===== src/rtl/i2c_rx_pkg.sv =====
package i2c_rx_pkg;

   typedef enum logic [2:0] {
      S_IDLE = 3'd0,
      S_ADDR = 3'd1,
      S_DATA = 3'd2,
      S_ACK  = 3'd3,
      S_SKIP = 3'd4
   } rx_state_t;

   localparam logic [1:0] REG_RXBUF = 2'd0;
   localparam logic [1:0] REG_STAT  = 2'd1;
   localparam logic [1:0] REG_CTRL  = 2'd2;
   localparam logic [1:0] REG_OWN   = 2'd3;

   localparam int STAT_FULL = 0;
   localparam int STAT_OVF  = 1;
   localparam int STAT_IRQ  = 2;
   localparam int STAT_DIR  = 3;

   localparam int CTRL_EN   = 0;
   localparam int CTRL_FALL = 1;
   localparam int CTRL_HOLD = 2;

endpackage


===== src/rtl/i2c_rx_sync.sv =====
module i2c_rx_sync #(
   parameter int STAGES   = 2,
   parameter bit IDLE_VAL = 1'b1
) (
   input  logic clk,
   input  logic rst_n,
   input  logic d_i,
   output logic q_o
);

   if (STAGES < 2) begin : g_bad_stages
      $error("i2c_rx_sync: STAGES must be at least 2");
   end

   for (genvar k = 0; k < STAGES; k++) begin : g_st
      logic nxt;
      logic ff_q;
      if (k == 0) begin : g_in
         assign nxt = d_i;
      end else begin : g_chain
         assign nxt = g_st[k-1].ff_q;
      end
      always_ff @(posedge clk or negedge rst_n) begin
         if (!rst_n) ff_q <= IDLE_VAL;
         else        ff_q <= nxt;
      end
   end

   assign q_o = g_st[STAGES-1].ff_q;

endmodule


===== src/rtl/i2c_rx_engine.sv =====
module i2c_rx_engine
   import i2c_rx_pkg::*;
#(
   parameter int DATA_W = 8
) (
   input  logic              clk,
   input  logic              rst_n,
   input  logic              en_i,
   input  logic              fall_latch_i,
   input  logic              hold_en_i,
   input  logic [DATA_W-2:0] own_addr_i,
   input  logic              scl_i,
   input  logic              sda_i,
   input  logic              full_i,
   input  logic              ovf_i,
   input  logic              rd_clr_i,
   output logic              store_o,
   output logic [DATA_W-1:0] byte_o,
   output logic              ovf_set_o,
   output logic              irq_set_o,
   output logic              dir_set_o,
   output logic              dir_val_o,
   output logic              sda_oe_o,
   output logic              scl_oe_o
);

   localparam int              CNT_W = $clog2(DATA_W);
   localparam logic [CNT_W-1:0] LAST = CNT_W'(DATA_W - 1);

   logic              scl_q, sda_q;
   logic              scl_rise, scl_fall, start_c, stop_c;
   rx_state_t         st_q;
   logic [DATA_W-1:0] sh_q;
   logic [CNT_W-1:0]  cnt_q;
   logic              pulse_q, ack_q, acc_q, go_q, hold_q;
   logic [DATA_W-1:0] byte_c;
   logic              end_c, shifting_c, done_c, hit_c, acc_c, take_c, go_c;

   // bus condition detection on the synchronised lines
   assign scl_rise = scl_i & ~scl_q;
   assign scl_fall = ~scl_i & scl_q;
   assign start_c  = scl_i & scl_q & sda_q & ~sda_i;
   assign stop_c   = scl_i & scl_q & ~sda_q & sda_i;

   // a pulse ends on a fall that follows a rise seen in this bit
   assign end_c      = scl_fall & pulse_q;
   assign shifting_c = (st_q == S_ADDR) || (st_q == S_DATA);
   assign byte_c     = fall_latch_i ? {sh_q[DATA_W-2:0], sda_i} : sh_q;
   assign done_c     = en_i & shifting_c & end_c & (cnt_q == LAST);
   assign hit_c      = (byte_c[DATA_W-1:1] == own_addr_i);
   assign acc_c      = (st_q == S_DATA) | (hit_c & ~byte_c[0]);
   assign take_c     = acc_c & ~full_i & ~ovf_i;
   assign go_c       = (st_q == S_DATA) | take_c;

   assign store_o   = done_c & take_c;
   assign byte_o    = byte_c;
   assign ovf_set_o = done_c & acc_c & full_i;
   assign dir_set_o = done_c & (st_q == S_ADDR) & hit_c;
   assign dir_val_o = byte_c[0];
   assign irq_set_o = en_i & (st_q == S_ACK) & end_c & acc_q;
   assign sda_oe_o  = (st_q == S_ACK) & ack_q;
   assign scl_oe_o  = hold_q;

   always_ff @(posedge clk or negedge rst_n) begin
      if (!rst_n) begin
         scl_q   <= 1'b1;
         sda_q   <= 1'b1;
         st_q    <= S_IDLE;
         sh_q    <= '0;
         cnt_q   <= '0;
         pulse_q <= 1'b0;
         ack_q   <= 1'b0;
         acc_q   <= 1'b0;
         go_q    <= 1'b0;
      end else begin
         scl_q <= scl_i;
         sda_q <= sda_i;
         if (!en_i) begin
            st_q    <= S_IDLE;
            pulse_q <= 1'b0;
            ack_q   <= 1'b0;
         end else if (start_c) begin
            st_q    <= S_ADDR;
            cnt_q   <= '0;
            pulse_q <= 1'b0;
            ack_q   <= 1'b0;
         end else if (stop_c) begin
            st_q  <= S_IDLE;
            ack_q <= 1'b0;
         end else begin
            if (scl_rise)      pulse_q <= 1'b1;
            else if (scl_fall) pulse_q <= 1'b0;
            case (st_q)
               S_ADDR, S_DATA: begin
                  if (scl_rise && !fall_latch_i) sh_q <= {sh_q[DATA_W-2:0], sda_i};
                  if (end_c) begin
                     if (fall_latch_i) sh_q <= byte_c;
                     if (cnt_q == LAST) begin
                        cnt_q <= '0;
                        st_q  <= S_ACK;
                        ack_q <= take_c;
                        acc_q <= acc_c;
                        go_q  <= go_c;
                     end else begin
                        cnt_q <= cnt_q + 1'b1;
                     end
                  end
               end
               S_ACK: begin
                  if (end_c) begin
                     ack_q <= 1'b0;
                     st_q  <= go_q ? S_DATA : S_SKIP;
                  end
               end
               default: ;
            endcase
         end
      end
   end

   // optional clock hold after a stored byte, released by the buffer read
   always_ff @(posedge clk or negedge rst_n) begin
      if (!rst_n)                              hold_q <= 1'b0;
      else if (!en_i || rd_clr_i || stop_c)    hold_q <= 1'b0;
      else if ((st_q == S_ACK) && end_c && ack_q && hold_en_i && full_i)
                                               hold_q <= 1'b1;
   end

   // an acknowledge only starts when the buffer was free and no overrun pending
   a_r2_ack_needs_room: assert property (@(posedge clk) disable iff (!rst_n)
      $rose(sda_oe_o) |-> (!$past(full_i) && !$past(ovf_i)));

endmodule


===== src/rtl/i2c_rx_regs.sv =====
module i2c_rx_regs
   import i2c_rx_pkg::*;
#(
   parameter int              DATA_W  = 8,
   parameter logic [DATA_W-2:0] OWN_RST = '0
) (
   input  logic              clk,
   input  logic              rst_n,
   input  logic [1:0]        cpu_addr_i,
   input  logic              cpu_rd_i,
   input  logic              cpu_wr_i,
   input  logic [DATA_W-1:0] cpu_wdata_i,
   output logic [DATA_W-1:0] cpu_rdata_o,
   input  logic              store_i,
   input  logic [DATA_W-1:0] byte_i,
   input  logic              ovf_set_i,
   input  logic              irq_set_i,
   input  logic              dir_set_i,
   input  logic              dir_val_i,
   output logic              en_o,
   output logic              fall_latch_o,
   output logic              hold_en_o,
   output logic [DATA_W-2:0] own_addr_o,
   output logic              full_o,
   output logic              ovf_o,
   output logic              irq_o,
   output logic              rd_clr_o
);

   logic [DATA_W-1:0] buf_q;
   logic [DATA_W-2:0] own_q;
   logic              full_q, ovf_q, irq_q, dir_q;
   logic              en_q, fall_q, hold_q;
   logic              wr_stat, wr_ctrl, wr_own, clr_ovf, clr_irq;

   assign rd_clr_o = cpu_rd_i & (cpu_addr_i == REG_RXBUF);
   assign wr_stat  = cpu_wr_i & (cpu_addr_i == REG_STAT);
   assign wr_ctrl  = cpu_wr_i & (cpu_addr_i == REG_CTRL);
   assign wr_own   = cpu_wr_i & (cpu_addr_i == REG_OWN);
   assign clr_ovf  = wr_stat & cpu_wdata_i[STAT_OVF];
   assign clr_irq  = wr_stat & cpu_wdata_i[STAT_IRQ];

   always_ff @(posedge clk or negedge rst_n) begin
      if (!rst_n) begin
         buf_q  <= '0;
         full_q <= 1'b0;
         ovf_q  <= 1'b0;
         irq_q  <= 1'b0;
         dir_q  <= 1'b0;
      end else begin
         if (store_i) buf_q <= byte_i;
         if (store_i)       full_q <= 1'b1;
         else if (rd_clr_o) full_q <= 1'b0;
         if (ovf_set_i)     ovf_q <= 1'b1;
         else if (clr_ovf)  ovf_q <= 1'b0;
         if (irq_set_i)     irq_q <= 1'b1;
         else if (clr_irq)  irq_q <= 1'b0;
         if (dir_set_i)     dir_q <= dir_val_i;
      end
   end

   always_ff @(posedge clk or negedge rst_n) begin
      if (!rst_n) begin
         en_q   <= 1'b0;
         fall_q <= 1'b0;
         hold_q <= 1'b0;
         own_q  <= OWN_RST;
      end else begin
         if (wr_ctrl) begin
            en_q   <= cpu_wdata_i[CTRL_EN];
            fall_q <= cpu_wdata_i[CTRL_FALL];
            hold_q <= cpu_wdata_i[CTRL_HOLD];
         end
         if (wr_own) own_q <= cpu_wdata_i[DATA_W-1:1];
      end
   end

   always_comb begin
      cpu_rdata_o = '0;
      case (cpu_addr_i)
         REG_RXBUF: cpu_rdata_o = buf_q;
         REG_STAT: begin
            cpu_rdata_o[STAT_FULL] = full_q;
            cpu_rdata_o[STAT_OVF]  = ovf_q;
            cpu_rdata_o[STAT_IRQ]  = irq_q;
            cpu_rdata_o[STAT_DIR]  = dir_q;
         end
         REG_CTRL: begin
            cpu_rdata_o[CTRL_EN]   = en_q;
            cpu_rdata_o[CTRL_FALL] = fall_q;
            cpu_rdata_o[CTRL_HOLD] = hold_q;
         end
         default: cpu_rdata_o = {own_q, 1'b0};
      endcase
   end

   assign en_o         = en_q;
   assign fall_latch_o = fall_q;
   assign hold_en_o    = hold_q;
   assign own_addr_o   = own_q;
   assign full_o       = full_q;
   assign ovf_o        = ovf_q;
   assign irq_o        = irq_q;

   // an occupied buffer is never overwritten until it is read
   a_r5_buffer_kept: assert property (@(posedge clk) disable iff (!rst_n)
      (full_q && !rd_clr_o) |=> $stable(buf_q));

   // overrun only clears through a write of one to its status bit
   a_r7_ovf_sticky: assert property (@(posedge clk) disable iff (!rst_n)
      (ovf_q && !clr_ovf) |=> ovf_q);

   // the interrupt flag stays until software clears it
   a_r4_irq_sticky: assert property (@(posedge clk) disable iff (!rst_n)
      (irq_q && !clr_irq) |=> irq_q);

endmodule


===== src/rtl/i2c_rx_slave.sv =====
module i2c_rx_slave
   import i2c_rx_pkg::*;
#(
   parameter int                DATA_W      = 8,
   parameter int                SYNC_STAGES = 2,
   parameter logic [DATA_W-2:0] OWN_RST     = '0
) (
   input  logic              clk,
   input  logic              rst_n,
   input  logic              scl_i,
   input  logic              sda_i,
   output logic              scl_oe_o,
   output logic              sda_oe_o,
   input  logic [1:0]        cpu_addr_i,
   input  logic              cpu_rd_i,
   input  logic              cpu_wr_i,
   input  logic [DATA_W-1:0] cpu_wdata_i,
   output logic [DATA_W-1:0] cpu_rdata_o,
   output logic              irq_o
);

   if (DATA_W < 4) begin : g_bad_width
      $error("i2c_rx_slave: DATA_W must be at least 4 to hold the status bits");
   end

   logic              scl_s, sda_s;
   logic              en, fall_latch, hold_en, full, ovf, rd_clr;
   logic [DATA_W-2:0] own_addr;
   logic              store, ovf_set, irq_set, dir_set, dir_val;
   logic [DATA_W-1:0] rx_byte;

   i2c_rx_sync #(.STAGES(SYNC_STAGES), .IDLE_VAL(1'b1)) i_sync_scl (
      .clk(clk), .rst_n(rst_n), .d_i(scl_i), .q_o(scl_s));

   i2c_rx_sync #(.STAGES(SYNC_STAGES), .IDLE_VAL(1'b1)) i_sync_sda (
      .clk(clk), .rst_n(rst_n), .d_i(sda_i), .q_o(sda_s));

   i2c_rx_engine #(.DATA_W(DATA_W)) i_engine (
      .clk(clk), .rst_n(rst_n),
      .en_i(en), .fall_latch_i(fall_latch), .hold_en_i(hold_en),
      .own_addr_i(own_addr), .scl_i(scl_s), .sda_i(sda_s),
      .full_i(full), .ovf_i(ovf), .rd_clr_i(rd_clr),
      .store_o(store), .byte_o(rx_byte), .ovf_set_o(ovf_set),
      .irq_set_o(irq_set), .dir_set_o(dir_set), .dir_val_o(dir_val),
      .sda_oe_o(sda_oe_o), .scl_oe_o(scl_oe_o));

   i2c_rx_regs #(.DATA_W(DATA_W), .OWN_RST(OWN_RST)) i_regs (
      .clk(clk), .rst_n(rst_n),
      .cpu_addr_i(cpu_addr_i), .cpu_rd_i(cpu_rd_i), .cpu_wr_i(cpu_wr_i),
      .cpu_wdata_i(cpu_wdata_i), .cpu_rdata_o(cpu_rdata_o),
      .store_i(store), .byte_i(rx_byte), .ovf_set_i(ovf_set),
      .irq_set_i(irq_set), .dir_set_i(dir_set), .dir_val_i(dir_val),
      .en_o(en), .fall_latch_o(fall_latch), .hold_en_o(hold_en),
      .own_addr_o(own_addr), .full_o(full), .ovf_o(ovf), .irq_o(irq_o),
      .rd_clr_o(rd_clr));

   // the clock is only held while a stored byte waits to be read
   a_r10_hold_with_full: assert property (@(posedge clk) disable iff (!rst_n)
      scl_oe_o |-> full);

   // a disabled engine releases both lines on the next cycle
   a_r12_quiet_when_off: assert property (@(posedge clk) disable iff (!rst_n)
      !en |=> (!sda_oe_o && !scl_oe_o));

endmodule


===== config.mk =====
export PLATFORM = sky130hd
export DESIGN_NAME = i2c_rx_slave
export DESIGN_NICKNAME = d
export VERILOG_FILES = /design/src/rtl/i2c_rx_pkg.sv /design/src/rtl/i2c_rx_sync.sv /design/src/rtl/i2c_rx_engine.sv /design/src/rtl/i2c_rx_regs.sv /design/src/rtl/i2c_rx_slave.sv
export SDC_FILE = /design/constraint.sdc
export NUM_CORES = 1
export LEC_CHECK = 0
export BUFFER_PORTS_ARGS = -buffer_cell sky130_fd_sc_hd__buf_4
export CAP_MARGIN = 20
export CORE_MARGIN = 2
export CORE_UTILIZATION = 30
export DETAILED_ROUTE_END_ITERATION = 8
export MAX_ROUTING_LAYER = met4
export PLACE_DENSITY = 0.49
export RECOVER_POWER = 50
export SLEW_MARGIN = 20
export SYNTH_ARGS = -nofsm -noshare
export SYNTH_HDL_FRONTEND = slang
export SYNTH_SLANG_ARGS = --single-unit

===== constraint.sdc =====
create_clock -name clk -period 2.2 [get_ports clk]
set_clock_uncertainty 0.05 [all_clocks]
set_input_delay 0.11 -clock clk [delete_from_list [all_inputs] [get_ports clk]]
set_output_delay 0.11 -clock clk [all_outputs]
set_load 0.03 [all_outputs]

==> results.md, run 1 <==
Worst setup path:
- The worst setup path is captured at a register.
- The startpoint class of the critical path is a register.
- Across all register-to-register paths, the minimum setup slack is 130 ps.
- The data required time of the worst path is 2340 ps.
- The maximum fanout count along the critical path is 6.
- The endpoint arrival time on the critical path is 2210 ps.
- The critical setup path kind is register to register.

Global routing:
- In the global route stage, overall resource usage came out at 0.137.
- For met1 alone, demand over resource in global routing was 0.190.
- The met3 usage in global routing is 0.0317.
- The met2 layer usage reported by global route is 0.202.
- After global routing the overflow that remains totals 0.
- The number of global-route vias before repair was 1738.
- The layer flagged by global routing as most heavily used is met2.
- The first global-routing pass estimated 8990 um of wire.
- The initial antenna violation count is 0.
- Entering global routing, the biggest net connects 48 pins.

Synthesis:
- Counting every net in the synthesized netlist gives 209.
- The number of synthesized register bits is 47.
- The share of synthesized registers carrying an async set or reset is 1.00.
- Of the total synthesized cell area, the portion taken by full adders, half adders and majority gates is 0.0106.
- Each instance of the synthesized netlist takes up on average 12.4 um2.
- The number of flops mapped to enable cells by yosys is 0.
- The main combinational cell family by area after synthesis is multiplexers.
- The register area share after synthesis is 0.499.
- For this run, the number of Yosys warnings is 0.
- The netlist area before placement is 2370 um2.
- The share of the synthesized netlist area taken by xor and xnor gates is 0.0369.
- The share of synthesized area in the top cell type comes to 0.433.
- The post-synthesis compound-gate area fraction came to 0.0897.
- The dominant synthesized flop cell is dfrtp_1.
- Ranked by total cell area, the synthesized netlist is headed by dfrtp_1, mux2_1, dfstp_2.
- The basic-gate share of the synthesized area counting and, or, nand and nor cells is 0.120.
- The multiplexer area fraction after synthesis is 0.225.
- The cell count after synthesis is 191.
- Counting distinct cell types in the post-synthesis netlist gives 45.
- The most area-hungry cell type in the Yosys netlist is dfrtp_1.

STA:
- The post-route setup TNS is 0 ps.
- The setup violation total in the final timing report is 0.
- After layout, the minimum clock period comes to 2070 ps.
- The worst pin sits at a relative slew slack of 0.221.
- The worst path meets setup with 132 ps of slack.
- The slew at the pin closest to its max-slew limit is 1170 ps.
- The final number of max-transition violations was 0.
- Derived from the worst setup path, the maximum achievable clock frequency is 484 MHz.
- The total count of hold-check failures in the final report is 0.
- Setup repair after global routing left no endpoint under its margin.
- Dividing the final minimum period by the clock period gives 0.940.

Floorplanning:
- The die height is 92.9 um.
- The width of the die is 92.9 um.
- For this configuration, the core starts out at a cell density of 0.308.
- The number of core rows is 32.
- The count of boundary I/O pins is 27.
- The die area is 8630 um2.
- The core region is 7690 um2.

Flow run:
- Max-cap violations in this run came to 0.

Placement:
- The worst slack after detailed placement is 12.8 ps.
- The routability-driven placement congestion ratio is 0.787.
- Counting tap cells, the placed design contains a total of 325 instances.
- Buffers placed on the I/O ports in this run total 26.
- The half-perimeter wire length of the detailed placement result is 3780 um.

CTS:
- The maximum level of the CTS H-tree is 2.
- The root buffer selected by CTS is clkbuf_8.
- The clock insertion delay at the later pin of the skew report is 300 ps.
- The longest clock path from root to sink contains 2 buffers.
- Clock-pin slew was measured on the worst setup and hold paths at 90 ps.
- TritonCTS built the clock tree.
- The number of buffers created by CTS is 5.
- The CTS sink count is 47.

Detailed routing:
- In the routed design, unresolved DRC markers number 0.
- The number of iterations in the first detailed-routing pass is 4.
- Dividing the detail-routed wire length by the instance count gives 15.0 um.
- After detailed routing, the number of vias per cell comes to 4.67.
- The initial DRC count is 69.
- The total via count after detailed routing is 1616.
- Once detail routing completed, the nets flagged for antenna violations numbered 0.
- The total routed wirelength is 5180 um.

Finish:
- The fraction of layout instances using a drive strength above 1 is 0.266.
- Summing all flip-flop and latch instances after layout gives 1180 um2.
- The relative area change from synthesis to final layout is 27.3%.
- The combined area of the multi-input logic cells is 1150 um2.
- For this run, the share of the core covered by cells in the final layout is 0.393.
- After the last flow step, the layout net total stands at 261.
- The number of standard cells in the final layout excluding fillers is 346.
- Leaving out fill and tap cells, the most frequent cells in the layout are dfrtp_1, buf_4, mux2_1.
- The most common cell after layout, fill and taps aside is dfrtp_1.
- The antenna diode instance count is 0.
- The number of filler cells placed in the layout is 762.

Pwr:
- The analysis attributes to cell leakage a power of 1.37 nW.
- For this design the ratio of total power to cell area is 702 nW/um2.
- The worst voltage drop across the vdd grid is 0.351 mV.

Min path:
- The path type of the worst min-delay path is input port to register.

Status:
- The flow ran to the end, and the final reports show no timing, DRC or antenna violations.
-- cells in the mapped netlist (2+ instances only) --
library cell and n:
nor2b_1 2, o21ai_1 6, inv_1 4, nand2b_1 3, dfrtp_1 41, nand3_1 3
clkbuf_1 2, mux4_2 2, nor2_1 14, nor3b_1 2, xnor2_1 9, and2_1 2
nand2_1 13, ha_1 2, nand3b_1 3, dfstp_2 6, nor3_1 3, mux2_1 24
a21oi_1 2, mux2i_1 13, mux2_4 5, a22o_1 7
-- layout make-up --
type | instances | share of cell area
inverters | 4 | 0.00498
well taps | 102 | 0.0423
multi-input cells | 135 | 0.382
clock inverters | 2 | 0.0199
flip-flops and latches | 47 | 0.393
clock buffers | 6 | 0.0240
repair buffers | 50 | 0.134
-- cell families (layout without fill, tap and decap cells) --
kind of cell	after synthesis	after routing
AO/OA/AOI/OAI	27	27
XOR/XNOR	10	10
adder cells (fa/ha/maj)	2	2
buffers and inverters	9	62
flip-flops	47	47
multiplexers	45	45
AND/OR/NAND/NOR	51	51
-- routing by layer --
metal,share of wire,wire length (um)
met5,0,0
met4,0.0098,51
met3,0.015,80
met2,0.47,2410
met1,0.51,2640
-- path summary, 6_finish.rpt --
check	to	start	cells after the start
setup / recovery	i_regs.buf_q[5]	i_regs.fall_latch_o	7
hold / removal	i_engine.scl_oe_o	cpu_rd_i	3
setup reg to reg	i_regs.buf_q[5]	i_regs.fall_latch_o	7
hold reg to reg	i_sync_sda.q_o	i_sync_sda.g_st[0].ff_q	0
max in group asynchronous	i_regs.fall_latch_o	rst_n	2
min in group asynchronous	i_regs.own_addr_o[4]	rst_n	2
-- report_power, final --
group | switching [mW] | total, mW | internal [mW] | leakage, nW
registers | 0.0685 | 0.988 | 0.920 | 0.611
clock network | 0.292 | 0.746 | 0.454 | 0.0654
logic | 0.188 | 0.384 | 0.196 | 0.697
-- what timing repair did --
| action | 4_1_cts | 5_1_grt |
|---|---|---|
| setup endpoints to repair | 8 | 8 |
| endpoints found under the hold margin | 53 | 0 |
| setup buffers | 0 | 2 |
| pin swaps | 0 | 2 |
| hold buffers | 11 | 0 |
| gates resized for setup | 1 | 3 |
-- through the flow --
| stage | total power [mW] | area [um2] | hold slack (ps) |
|---|---|---|---|
| after floorplan | 1.22 | 2370 | -236 |
| after global placement | 1.36 | 2750 | 112 |
| after detailed placement | 1.36 | 2750 | 117 |
| after CTS | 2.14 | 2990 | 78.2 |
| after global routing | 2.24 | 3020 | 80.3 |
| final | 2.12 | 3020 | 80.8 |
-- state kept, by name (all words and copies together) (netlist names), 3 cells and up --
| name | cells |
|---|---|
| i_engine.sh_q | 8 |
| i_engine.st_q | 3 |
| i_engine.cnt_q | 3 |
| i_regs.own_addr_o | 7 |
| i_regs.buf_q | 8 |
-- critical path, cell delays in order, from the launching register on --
cell and delay [ps]:
dfrtp_2 450, mux2i_1 320, xnor2_1 150, a211oi_2 210, buf_4 160, a31oi_4 110
nor2_8 190, mux2_4 310
No activity file was read; power rests on OpenSTA's default activity.
==> run 2, diff against run 1 <==
--- a/config.mk
+++ b/config.mk
@@ -7,13 +7,13 @@
 export LEC_CHECK = 0
 export BUFFER_PORTS_ARGS = -buffer_cell sky130_fd_sc_hd__buf_4
 export CAP_MARGIN = 20
+export CORE_ASPECT_RATIO = 1.5
 export CORE_MARGIN = 2
 export CORE_UTILIZATION = 30
 export DETAILED_ROUTE_END_ITERATION = 8
 export MAX_ROUTING_LAYER = met4
 export PLACE_DENSITY = 0.49
 export RECOVER_POWER = 50
-export SLEW_MARGIN = 20
 export SYNTH_ARGS = -nofsm -noshare
 export SYNTH_HDL_FRONTEND = slang
 export SYNTH_SLANG_ARGS = --single-unit
==> constraint.sdc (replaced) <==
create_clock -name clk -period 2.2 [get_ports clk]
set_clock_uncertainty 0.05 [all_clocks]
set_input_delay 0.44 -clock clk [delete_from_list [all_inputs] [get_ports clk]]
set_output_delay 0.44 -clock clk [all_outputs]
set_load 0.03 [all_outputs]
==> run 2 against run 1 <==
Worst hold slack gained 120 ps. Combinational power shrank 12%. Worst setup slack gained 14 ps. Routed wire length grew 1.4%. Via count shrank 3.5%. Largest cell class unchanged. Critical path depth shrank 1.
==> results.md, run 2 (synthesis gave the netlist of run 1 again) <==
Global routing:
- The number of global-route vias before repair is 1685 (was 1738).
- The aggregate global routing overflow is 0 (unchanged).
- The pin count of the biggest net entering global routing is 48 (unchanged).
- The wire length of the first global-routing pass is 9000 um (was 8990 um).
- The total global routing track utilization came to 0.139 (was 0.137).
- The initial antenna violation count came to 0 (unchanged).

CTS:
- The TritonCTS clock tree is built (unchanged).
- The number of buffers created by CTS is 5 (unchanged).
- The maximum level of the CTS H-tree is 2 (unchanged).
- The root buffer selected by CTS is clkbuf_16 (was clkbuf_8).
- The CTS sink count was 47 (unchanged).
- The clock insertion delay at the later pin of the skew report came to 290 ps (was 300 ps).
- The number of instances resized during post-cts repair is 0 (was 1).
- The number of buffers added to fix hold violations after cts is 0 (was 11).
- The clock slew at the register clock pins of the worst setup and hold paths is 60 ps (was 90 ps).
- The number of setup buffers added after CTS is 0 (unchanged).
- The maximum buffer depth of the clock tree came to 2 (unchanged).

Min path:
- The endpoint with the worst hold slack is i_sync_scl.g_st[0].ff_q (was i_engine.scl_oe_o).
- The hold path startpoint is scl_i (was cpu_rd_i).
- The path type of the worst min-delay path is input port to register (unchanged).
- The depth of the worst hold-timing path came to 1 (was 3).

STA:
- The final number of max-transition violations came to 0 (unchanged).
- The total count of hold-check failures in the final report came to 0 (unchanged).
- The slew at the pin closest to its max-slew limit is 1160 ps (was 1170 ps).
- Setup repair after global routing missed its margin: no (unchanged).
- The final critical delay including setup and external delays is 2050 ps (was 2070 ps).
- The final period utilization is 0.934 (was 0.940).
- The post-route setup TNS came to 0 ps (unchanged).
- The top achievable clock speed came to 487 MHz (was 484 MHz).
- The relative max-transition margin is 0.228 (was 0.221).
- The setup violation total in the final timing report is 0 (unchanged).

Floorplanning:
- The count of boundary I/O pins is 27 (unchanged).
- The initial cell density of the core was 0.309 (was 0.308).
- The width of the die came to 76.6 um (was 92.9 um).
- The number of core rows is 39 (was 32).
- The standard cell core area is 7660 um2 (was 7690 um2).
- The die area is 8640 um2 (was 8630 um2).
- The die height is 113 um (was 92.9 um).

Worst setup path:
- Sequence of cells on the critical path: mux2i_2, xnor2_1, nor4_4, a31oi_4, nor2_8, mux2_4 (was mux2i_1, xnor2_1, a211oi_2, buf_4, a31oi_4, nor2_8, mux2_4).
- The critical setup path kind is register to register (unchanged).
- The maximum fanout count along the critical path is 7 (was 6).
- The startpoint class of the critical path is a register (unchanged).
- The slack of the worst reg-to-reg path is 150 ps (was 130 ps).
- The delay of the slowest cell on the worst path is 450 ps (about the same).
- The startpoint of the most critical register-to-register path is i_regs.fall_latch_o (unchanged).
- The reg-to-reg critical path endpoint is i_regs.buf_q[6] (was i_regs.buf_q[5]).
- The logic depth of the worst register-to-register path came to 6 (was 7).
- The cell type of the slowest stage on the worst timing path was dfrtp_2 (unchanged).
- The data required time of the worst path is 2330 ps (was 2340 ps).
- The capturing element type of the critical path is a register (unchanged).
- The endpoint arrival time on the critical path is 2180 ps (was 2210 ps).

Detailed routing:
- The total routed wirelength was 5250 um (was 5180 um).
- The number of antenna-violating nets in the routed design is 0 (unchanged).
- The number of vias per cell is 4.70 (was 4.67).
- The total via count after detailed routing is 1559 (was 1616).
- The number of iterations in the first detailed-routing pass is 4 (unchanged).
- The initial DRC count is 58 (was 69).
- The number of remaining DRC errors is 0 (unchanged).
- The per-cell routed wire length was 15.8 um (was 15.0 um).

Finish:
- The number of filler cells placed in the layout is 774 (was 762).
- The total area of sequential cells is 1180 um2 (unchanged).
- The relative area change from synthesis to final layout is 23.1% (was 27.3%).
- The fraction of layout instances using a drive strength above 1 was 0.270 (was 0.266).
- The combined area of the multi-input logic cells is 1150 um2 (about the same).
- The final layout net count is 247 (was 261).
- The antenna diode instance count was 0 (unchanged).
- Most frequent cells in the layout: dfrtp_1, buf_4, mux2_1 (unchanged).
- The most common cell after layout, fill and taps aside is dfrtp_1 (unchanged).

Pwr:
- The power per cell area is 765 nW/um2 (was 702 nW/um2).
- The leakage dissipation was 1.33 nW (was 1.37 nW).
- The post-layout total power came to 2.23 mW (was 2.12 mW).
- The worst voltage drop across the vdd grid is 0.370 mV (was 0.351 mV).

Flow run:
- The number of max-cap violations is 0 (unchanged).

Placement:
- The half-perimeter wire length of the detailed placement result is 3940 um (was 3780 um).
- The routability-driven placement congestion ratio is 0.788 (was 0.787).
- The count of input and output buffers is 26 (unchanged).

Status:
- Result of the run: completed (unchanged).
## run 2: cell types whose count changed in the layout (fill, tap and decap cells not counted), sizes merged
cell,delta
dlygate4sd3,-11
bufinv,-1
clkinv,+1
buf,-3
## run 2: layout make-up
class | count | area share
Clock buffer | 6 | 0.0476
Clock inverter | 2 | 0.0120
Inverter | 4 | 0.00515
Multi-Input combinational cell | 135 | 0.394
Sequential cell | 47 | 0.406
Tap cell | 102 | 0.0437
Timing Repair Buffer | 36 | 0.0918
## run 2: stage by stage
stage | utilization | cell area, um2 | setup slack (ps) | hold slack (ps) | std cells
final | 0.381 | 2920 | 146 | 205 | 332
after global routing | 0.381 | 2920 | 12.9 | 192 | 332
after detailed placement | 0.358 | 2740 | 38.1 | 297 | 324
after floorplan | - | 2370 | 61.5 | 94.4 | 191
after global placement | 0.358 | 2740 | 67.4 | 296 | 324
after CTS | 0.381 | 2920 | 32.0 | 126 | 332
## run 2: per-layer routing
metal	routed length, um	vias up	global-route usage
met2	2850	23	0.243
met5	0	-	-
met4	102	0	0.0618
met1	2210	765	0.157
met3	97	9	0.0239
li1	-	762	-
## run 2: worst max-delay path by stage
stage / slack [ps] / startpoint / cells past startpoint / end
floorplan: 60 / i_engine.scl_q / 7 / i_regs.buf_q[0]
global placement: 70 / i_regs.fall_latch_o / 7 / i_regs.buf_q[6]
detailed placement: 40 / i_regs.fall_latch_o / 7 / i_regs.buf_q[4]
CTS: 30 / i_regs.fall_latch_o / 7 / i_regs.buf_q[5]
global route: 10 / i_regs.fall_latch_o / 7 / i_regs.buf_q[1]
finish: 150 / i_regs.fall_latch_o / 6 / i_regs.buf_q[6]
## run 2: worst max-delay path: cells and delay by family (launching register included)
family	cells	cell delay [ps]
xor+xnor	1	130
compound gates	1	170
simple gates	2	550
mux	2	590
flops	1	450
## run 2: power by group
part / switching (mW) / internal, mW
clock network: 0.334 / 0.565
logic: 0.171 / 0.166
registers: 0.0758 / 0.921
total: 0.581 / 1.65
==> run 3, diff against run 2 <==
--- a/config.mk
+++ b/config.mk
@@ -8,11 +8,11 @@
 export BUFFER_PORTS_ARGS = -buffer_cell sky130_fd_sc_hd__buf_4
 export CAP_MARGIN = 20
 export CORE_ASPECT_RATIO = 1.5
-export CORE_MARGIN = 2
+export CORE_MARGIN = 3
 export CORE_UTILIZATION = 30
 export DETAILED_ROUTE_END_ITERATION = 8
 export MAX_ROUTING_LAYER = met4
-export PLACE_DENSITY = 0.49
+export PLACE_DENSITY = 0.57
 export RECOVER_POWER = 50
 export SYNTH_ARGS = -nofsm -noshare
 export SYNTH_HDL_FRONTEND = slang
==> run 3 against run 2 <==
Die area grew 4.4%. Global-route usage shrank 1.6 points. Total power decreased by 6.5%. Sequential power fell by 0.7%. Register-to-register slack got worse by 50 ps. Worst setup slack worse by 53 ps.
==> results.md, run 3 (synthesis gave the netlist of run 1 again) <==
Global routing:
- The number of global-route vias before repair is 1660 (was 1685).
- The initial antenna violation count is 0 (unchanged).
- The wire length of the first global-routing pass was 8450 um (was 9000 um).
- The pin count of the biggest net entering global routing is 48 (unchanged).
- The aggregate global routing overflow is 0 (unchanged).
- The total global routing track utilization is 0.123 (was 0.139).

Finish:
- Most frequent cells in the layout: dfrtp_1, buf_4, mux2_1 (unchanged).
- The fraction of layout instances using a drive strength above 1 is 0.270 (about the same).
- The number of filler cells placed in the layout is 792 (was 774).
- The final layout net count is 250 (was 247).
- The number of standard cells in the final layout excluding fillers is 335 (was 332).
- The antenna diode instance count is 0 (unchanged).
- The relative area change from synthesis to final layout is 23.2% (was 23.1%).
- The most common cell after layout, fill and taps aside is dfrtp_1 (unchanged).

STA:
- Setup repair after global routing missed its margin: no (unchanged).
- The post-route setup TNS came to 0 ps (unchanged).
- The final period utilization is 0.958 (was 0.934).
- The final number of max-transition violations came to 0 (unchanged).
- The top achievable clock speed was 474 MHz (was 487 MHz).
- The setup violation total in the final timing report is 0 (unchanged).
- The total count of hold-check failures in the final report came to 0 (unchanged).
- The final critical delay including setup and external delays is 2110 ps (was 2050 ps).
- The relative max-transition margin is 0.224 (was 0.228).
- The slew at the pin closest to its max-slew limit is 1160 ps (about the same).

Detailed routing:
- The number of iterations in the first detailed-routing pass is 4 (unchanged).
- The number of remaining DRC errors was 0 (unchanged).
- The number of vias per cell is 4.79 (was 4.70).
- The per-cell routed wire length is 15.3 um (was 15.8 um).
- The initial DRC count was 65 (was 58).
- The number of antenna-violating nets in the routed design is 0 (unchanged).
- The total routed wirelength is 5140 um (was 5250 um).
- The total via count after detailed routing was 1606 (was 1559).

Pwr:
- The leakage dissipation came to 1.33 nW (about the same).
- The post-layout total power is 2.09 mW (was 2.23 mW).
- The net switching power came to 560 uW (was 581 uW).
- The switching share of power is 0.268 (was 0.260).
- The fraction of power consumed by sequential logic is 0.474 (was 0.446).
- The power per cell area is 715 nW/um2 (was 765 nW/um2).
- The relative contribution of the clock network to total power came to 0.347 (was 0.403).
- The worst voltage drop across the vdd grid came to 0.389 mV (was 0.370 mV).
- The proportion of power drawn by combinational gates was 0.179 (was 0.151).
- The internal power summed over all cells was 1.53 mW (was 1.65 mW).

Placement:
- The post-placement cell count is 325 (was 324).
- The count of input and output buffers came to 26 (unchanged).
- The half-perimeter wire length of the detailed placement result is 3910 um (was 3940 um).
- The routability-driven placement congestion ratio is 0.813 (was 0.788).

CTS:
- The clock slew at the register clock pins of the worst setup and hold paths is 60 ps (about the same).
- The maximum buffer depth of the clock tree was 2 (unchanged).
- The number of buffers created by CTS came to 5 (unchanged).
- The CTS sink count came to 47 (unchanged).
- The number of buffers added to fix hold violations after cts is 0 (unchanged).
- The clock insertion delay at the later pin of the skew report is 280 ps (was 290 ps).
- The maximum level of the CTS H-tree is 2 (unchanged).
- The root buffer selected by CTS is clkbuf_16 (unchanged).
- The TritonCTS clock tree is built (unchanged).

Floorplanning:
- The die height is 115 um (was 113 um).
- The standard cell core area was 7660 um2 (unchanged).
- The width of the die is 78.6 um (was 76.6 um).
- The initial cell density of the core is 0.309 (unchanged).
- The count of boundary I/O pins is 27 (unchanged).
- The number of core rows is 39 (unchanged).
- The die area came to 9030 um2 (was 8640 um2).

Status:
- Result of the run: completed (unchanged).

Worst setup path:
- The capturing element type of the critical path was a register (unchanged).
- The maximum fanout count along the critical path is 7 (unchanged).
- The data required time of the worst path is 2310 ps (was 2330 ps).
- The endpoint arrival time on the critical path was 2220 ps (was 2180 ps).
- The launching instance or port of the critical path is i_regs.fall_latch_o (unchanged).
- The startpoint class of the critical path was a register (unchanged).
- The startpoint of the most critical register-to-register path is i_regs.fall_latch_o (unchanged).
- The critical setup path kind is register to register (unchanged).

Flow run:
- The number of max-cap violations is 0 (unchanged).

Min path:
- The hold path startpoint is scl_i (unchanged).
- The path type of the worst min-delay path is input port to register (unchanged).
==> run 3: changes by cell type in the layout (fill, tap and decap cells not counted), sizes merged <==
| cell | change |
|---|---|
| buf | +3 |
| bufinv | -1 |
| clkbuf | +1 |
==> run 3: worst max-delay path, stage by stage, from the launching register on <==
cell and delay, ps:
dfrtp_2 430, buf_4 170, mux2i_1 180, xnor2_1 140, nor4_4 350, a31oi_4 150, nor2_8 200, mux2_4 320
==> run 3: per-stage QoR <==
step / worst slack [ps] / instance area, um2 / utilization / hold slack, ps
after CTS: 14.4 / 2890 / 0.377 / 144
after floorplan: 61.5 / 2370 / - / 94.4
final: 92.5 / 2920 / 0.381 / 216
after global placement: 83.0 / 2750 / 0.359 / 296
after global routing: 1.67 / 2920 / 0.381 / 205
after detailed placement: 28.1 / 2750 / 0.359 / 299
==> run 3: path summary, 6_finish.rpt <==
path | to | slack [ps] | cells after the start
max in group asynchronous | i_regs.fall_latch_o | 980 | 1
max reg2reg | i_regs.buf_q[5] | 90 | 7
min | i_sync_scl.g_st[0].ff_q | 220 | 1
min in group asynchronous | i_regs.hold_en_o | 320 | 1
min reg2reg | i_sync_sda.q_o | 310 | 0
max | i_regs.buf_q[5] | 90 | 7
==> run 3: cell type report <==
| type | instances | area [um2] | area share |
|---|---|---|---|
| clock buffer | 7 | 133 | 0.0454 |
| clock inverter | 1 | 5.00 | 0.00171 |
| inverter | 4 | 15.0 | 0.00514 |
| multi-input combinational | 135 | 1150 | 0.393 |
| sequential | 47 | 1180 | 0.406 |
| tap | 102 | 128 | 0.0437 |
| timing repair buffer | 39 | 307 | 0.105 |
==> run 3: power by group through the flow <==
stage | sequential, mW | clock, mW | combinational [mW]
2_1_floorplan | 0.976 | 0 | 0.245
3_3_place_gp | 1.01 | 0 | 0.353
3_5_place_dp | 1.01 | 0 | 0.356
4_1_cts | 0.995 | 0.749 | 0.357
5_1_grt | 0.998 | 0.782 | 0.408
6_report | 0.990 | 0.724 | 0.374
==> run 3: what timing repair did <==
action / CTS / global route
buffers inserted: 0 / 2
endpoints found under the hold margin: 0 / 0
resized for setup: 0 / 3
endpoints found under the setup margin: 0 / 7
==> run 3: routing by layer <==
layer,up-vias,global-route usage,part of all wire
li1,772,-,-
met1,805,0.137,0.40
met2,21,0.223,0.57
met3,8,0.0118,0.014
met4,0,0.0513,0.022
met5,-,-,0
